--- config.mk ---
export PLATFORM = sky130hd
export DESIGN_NAME = tlb_victim_counter
export DESIGN_NICKNAME = d
export VERILOG_FILES = /design/src/rtl/tlbv_pkg.sv /design/src/rtl/tlbv_ctrl.sv /design/src/rtl/tlbv_datapath.sv /design/src/rtl/tlb_victim_counter.sv
export SDC_FILE = /design/constraint.sdc
export NUM_CORES = 1
export LEC_CHECK = 0
export ABC_AREA = 1
export CORE_MARGIN = 1.5
export CORE_UTILIZATION = 26
export DETAILED_ROUTE_END_ITERATION = 10
export PLACE_DENSITY = 0.93
export REMOVE_ABC_BUFFERS = 1
export SETUP_SLACK_MARGIN = 0.4
export SLEW_MARGIN = 40
export SYNTH_ARGS = -nofsm -noshare
export SYNTH_HDL_FRONTEND = slang
export SYNTH_SLANG_ARGS = --single-unit
--- constraint.sdc ---
create_clock -name clk -period 1.51 [get_ports clk]
set_input_delay 0.453 -clock clk [delete_from_list [all_inputs] [get_ports clk]]
set_output_delay 0.453 -clock clk [all_outputs]
set_load 0.005 [all_outputs]
--- src/rtl/tlbv_pkg.sv ---
package tlbv_pkg;
  // Strobes passed from the control unit to the datapath
  typedef struct packed {
    logic load;       // load ceiling value
    logic step;       // decrement with wrap
    logic selRandom;  // write index from counter
    logic selIndex;   // write index from index register
  } cntStrobe_t;
endpackage

--- src/rtl/tlbv_ctrl.sv ---
module tlbv_ctrl
  import tlbv_pkg::*;
(
  input  logic       rst,
  input  logic       stepEn,
  input  logic       tlbwrReq,
  input  logic       tlbwiReq,
  output cntStrobe_t strobe
);
  always_comb begin
    strobe.load      = rst;
    strobe.step      = stepEn & ~rst;
    strobe.selRandom = tlbwrReq;
    strobe.selIndex  = tlbwiReq & ~tlbwrReq;
  end
endmodule

--- src/rtl/tlbv_datapath.sv ---
module tlbv_datapath
  import tlbv_pkg::*;
#(
  parameter int DATA_W    = 32,
  parameter int IDX_W     = 6,
  parameter int FIELD_LSB = 8,
  parameter int LOW_BOUND = 8,
  parameter int HIGH_BOUND = 63
) (
  input  logic              clk,
  input  cntStrobe_t        strobe,
  input  logic [DATA_W-1:0] indexReg,
  output logic [DATA_W-1:0] rdData,
  output logic [IDX_W-1:0]  wrIndex,
  output logic              wrIndexValid
);
  localparam int FIELD_MSB = FIELD_LSB + IDX_W - 1;
  localparam logic [IDX_W-1:0] LOW_VAL  = IDX_W'(LOW_BOUND);
  localparam logic [IDX_W-1:0] HIGH_VAL = IDX_W'(HIGH_BOUND);

  logic [IDX_W-1:0] cnt;
  logic [IDX_W-1:0] cntNext;
  logic [IDX_W-1:0] idxField;
  logic             unusedIdxBits;

  // Decrement with wrap from the floor back to the ceiling
  always_comb begin
    cntNext = cnt;
    if (strobe.load)      cntNext = HIGH_VAL;
    else if (strobe.step) cntNext = (cnt <= LOW_VAL) ? HIGH_VAL : cnt - 1'b1;
  end

  always_ff @(posedge clk) begin
    cnt <= cntNext;
  end

  // Read port: place field, zero elsewhere
  always_comb begin
    rdData = '0;
    rdData[FIELD_MSB:FIELD_LSB] = cnt;
  end

  assign idxField = indexReg[FIELD_MSB:FIELD_LSB];

  generate
    if (FIELD_LSB > 0 && FIELD_MSB < DATA_W - 1) begin : g_bothSides
      assign unusedIdxBits = ^{indexReg[DATA_W-1:FIELD_MSB+1], indexReg[FIELD_LSB-1:0]};
    end else if (FIELD_LSB > 0) begin : g_lowSide
      assign unusedIdxBits = ^indexReg[FIELD_LSB-1:0];
    end else if (FIELD_MSB < DATA_W - 1) begin : g_highSide
      assign unusedIdxBits = ^indexReg[DATA_W-1:FIELD_MSB+1];
    end else begin : g_noSide
      assign unusedIdxBits = 1'b0;
    end
  endgenerate

  // Write index select; counter value is the pre-step register
  always_comb begin
    wrIndex = '0;
    if (strobe.selRandom)     wrIndex = cnt;
    else if (strobe.selIndex) wrIndex = idxField;
    wrIndexValid = strobe.selRandom | strobe.selIndex;
  end
endmodule

--- src/rtl/tlb_victim_counter.sv ---
module tlb_victim_counter
  import tlbv_pkg::*;
#(
  parameter int DATA_W     = 32,
  parameter int IDX_W      = 6,
  parameter int FIELD_LSB  = 8,
  parameter int LOW_BOUND  = 8,
  parameter int HIGH_BOUND = 63
) (
  input  logic              clk,
  input  logic              rst,
  input  logic              stepEn,
  input  logic              tlbwrReq,
  input  logic              tlbwiReq,
  input  logic [DATA_W-1:0] indexReg,
  output logic [DATA_W-1:0] rdData,
  output logic [IDX_W-1:0]  wrIndex,
  output logic              wrIndexValid
);
  cntStrobe_t strobe;

  tlbv_ctrl i_ctrl (
    .rst      (rst),
    .stepEn   (stepEn),
    .tlbwrReq (tlbwrReq),
    .tlbwiReq (tlbwiReq),
    .strobe   (strobe)
  );

  tlbv_datapath #(
    .DATA_W     (DATA_W),
    .IDX_W      (IDX_W),
    .FIELD_LSB  (FIELD_LSB),
    .LOW_BOUND  (LOW_BOUND),
    .HIGH_BOUND (HIGH_BOUND)
  ) i_datapath (
    .clk          (clk),
    .strobe       (strobe),
    .indexReg     (indexReg),
    .rdData       (rdData),
    .wrIndex      (wrIndex),
    .wrIndexValid (wrIndexValid)
  );
endmodule

==> qor.yml <==
dpl_worst_slack_ns: -0.730
syn_to_final_growth_pct: 57.5
slowest_delay_ns: 0.14
hold_path_class: "reg -> reg"
drc: 0
ios: 76
holdPathEnd: "i_datapath.cnt[5]"
rrSetupSlack_ns: 0.34
clk_latency_ns: 0.25
critPathRequiredTime_ns: 1.06
nFillCells: 242
cts_sinks: 6
numPortBuffers: 23
syn_area_um2: 616
reg_top3: "i_datapath.cnt: 6 flops"
whs_path_depth: 3
die_y_um: 51.7
ys_ff_latch: 6
final_antenna_net_count: 0
fp.dieArea_um2: 2670
use_met3_pct: 6.03
crit_path_start_kind: "input pin"
crit_path_end_kind: "primary output"
overflow: 0
routed_wl_mm: 1.61
ys_seq_area_share_pct: 19.5
max_cap_viol_count: 0
wl_per_cell_um: 9.79
slowest_stage: "o21ai_1"
final_core_util_pct: 43.4
n_antenna_cell: 0
die_w_um: 51.7
rsz0062_at_grt: "yes"
yosysUniqueCellTypes: 18
path_clk_slew_ns: 0.04
hold_violations: 0
top_register: "i_datapath.cnt"
ir_drop_mv: 0.373
setup_viol: 0
finalPower_uw: 475
power_density_nw_per_um2: 490
path_class: "in -> out"
max_freq_mhz: 724
path_cells: "buf_8, clkinvlp_4, o21ai_1, buf_2"
drive_gt1_share_pct: 39.7
antenna_found_initial: 0
p_leak_uw: 0.000512
top_usage_layer: "met2"
grt_pass1_wl_mm: 2.33
start_util_pct: 27.6
grtUsageMet2_pct: 24.8
r2r-start: "i_datapath.cnt[0]"
reg2reg_to: "i_datapath.cnt[5]"
vias_per_cell: 4.29
vias: 703
clock_skew_ns: 0.00555
cts_tree: "yes"
cts_buffers: 3
grt_pass1_vias: 599
coreArea_um2: 2230
postSynthCellCount: 94
root_buffer: "clkbuf_4"
synth.avg_cell_area_um2: 6.55
run_status: "finished clean"
holdWs_ns: 0.539
cp.arrival_ns: 0.93
fin_setup_tns_ns: 0
grt_use_total_pct: 11.8
htree_levels: 1
slew_viol_final: 0
nNetsFinal: 176
final_min_period_over_clock_period_pct: 91.4
hp-start: "i_datapath.cnt[5]"
fin_ws_ns: 0.129
first_pass_iters: 4
hpwl_mm: 1.09
ys_warn_count: 0
clockBufferDepth: 2
grt_start_max_net_pins: 8
largest_reg_flops: 6
met1_usage_pct: 9.88
worst-path-max-fanout: 6
rows: 17
period_needed_ns: 1.38
place_congestion: 0.839
drtIter0Drc: 19
ff2ff_path_depth: 7
==> worst max-delay path: cells and delay by family <==
family	cells	cell delay [ns]
compound gates	1	0.14
buf+inv	3	0.33
==> per-layer routing <==
metal | up-vias | wire length (µm) | share of wire [%]
met5 | - | 0 | 0
met4 | 0 | 6 | 0.37
met3 | 2 | 177 | 11
met2 | 44 | 868 | 54
met1 | 321 | 552 | 34
li1 | 336 | - | -
==> report_power, final <==
group          internal, µW  total (µW)  switching (µW)  leakage, µW
combinational          81.3         157            75.6     0.000452
clock                  90.0         150            59.8    0.0000138
sequential              165         169            3.81    0.0000466
==> synthesized netlist by cell type <==
cell type,count,share of area (%)
buf_4,26,32
conb_1,1,0.61
inv_2,2,1.2
nand2_2,2,2.0
nand2_1,16,9.8
nand3_1,10,8.1
nor2_1,7,4.3
nor2_2,3,3.0
a21oi_4,1,2.6
o21ai_0,6,4.9
o211ai_1,1,1.2
nand4_1,2,2.0
buf_2,1,0.81
or2_2,1,1.0
ha_1,1,2.0
inv_1,7,4.3
dfxtp_1,6,20
a21oi_1,1,0.81
==> through the flow <==
stage               cells  area, µm²
global route          164        970
floorplan              92        509
finish                164        970
detailed placement    153        850
global placement      153        850
CTS                   164        970
==> cells in the final DEF (no fill, tap or decap) <==
cell and n:
nand3_1 10, clkbuf_4 3, inv_2 3, dfxtp_2 6, nand2_2 2, nand4_1 2
a21oi_1 1, or2_4 1, buf_2 6, o211ai_1 1, buf_6 14, nor2_1 7
a21oi_4 1, clkinvlp_4 1, buf_8 2, conb_1 26, buf_4 10, clkdlybuf4s15_1 6
ha_4 1, nand2_1 16, o21ai_1 6, dlygate4sd2_1 2, inv_1 5, nor2_2 3
inv_4 1
==> area by class of cell <==
cell class	count	area, µm²	share of cell area [%]
repair buffers	40	370	38.2
flip-flops and latches	6	128	13.2
repair inverters	1	7.51	0.774
inverters	9	36.3	3.74
well taps	28	35.0	3.61
multi-input cells	77	370	38.2
clock buffers	3	22.5	2.32
==> cell families after synthesis <==
group | synth area share [%]
AO/OA/AOI/OAI | 9.55
adder cells (fa/ha/maj) | 2.03
buffers and inverters | 38.0
flip-flops | 19.5
other | 0.609
AND/OR/NAND/NOR | 30.3
==> worst max-delay path by stage <==
stage,startpoint,to,depth (start not counted)
floorplan,tlbwrReq,wrIndex[0],3
global placement,tlbwrReq,wrIndex[2],5
detailed placement,tlbwrReq,wrIndex[0],5
CTS,tlbwiReq,wrIndexValid,3
global route,i_datapath.cnt[1],wrIndex[1],3
finish,tlbwrReq,wrIndex[0],4
==> timing repair <==
| action | 4_1_cts | 5_1_grt |
|---|---|---|
| cloned | 1 | 0 |
| buffers inserted | 7 | 0 |
| endpoints found under the hold margin | 0 | 0 |
| pin swaps | 12 | 6 |
| gates resized for setup | 107 | 0 |
| setup endpoints to repair | 19 | 19 |
| hold buffers | 0 | 0 |
Power figures use the tool's default switching activity.
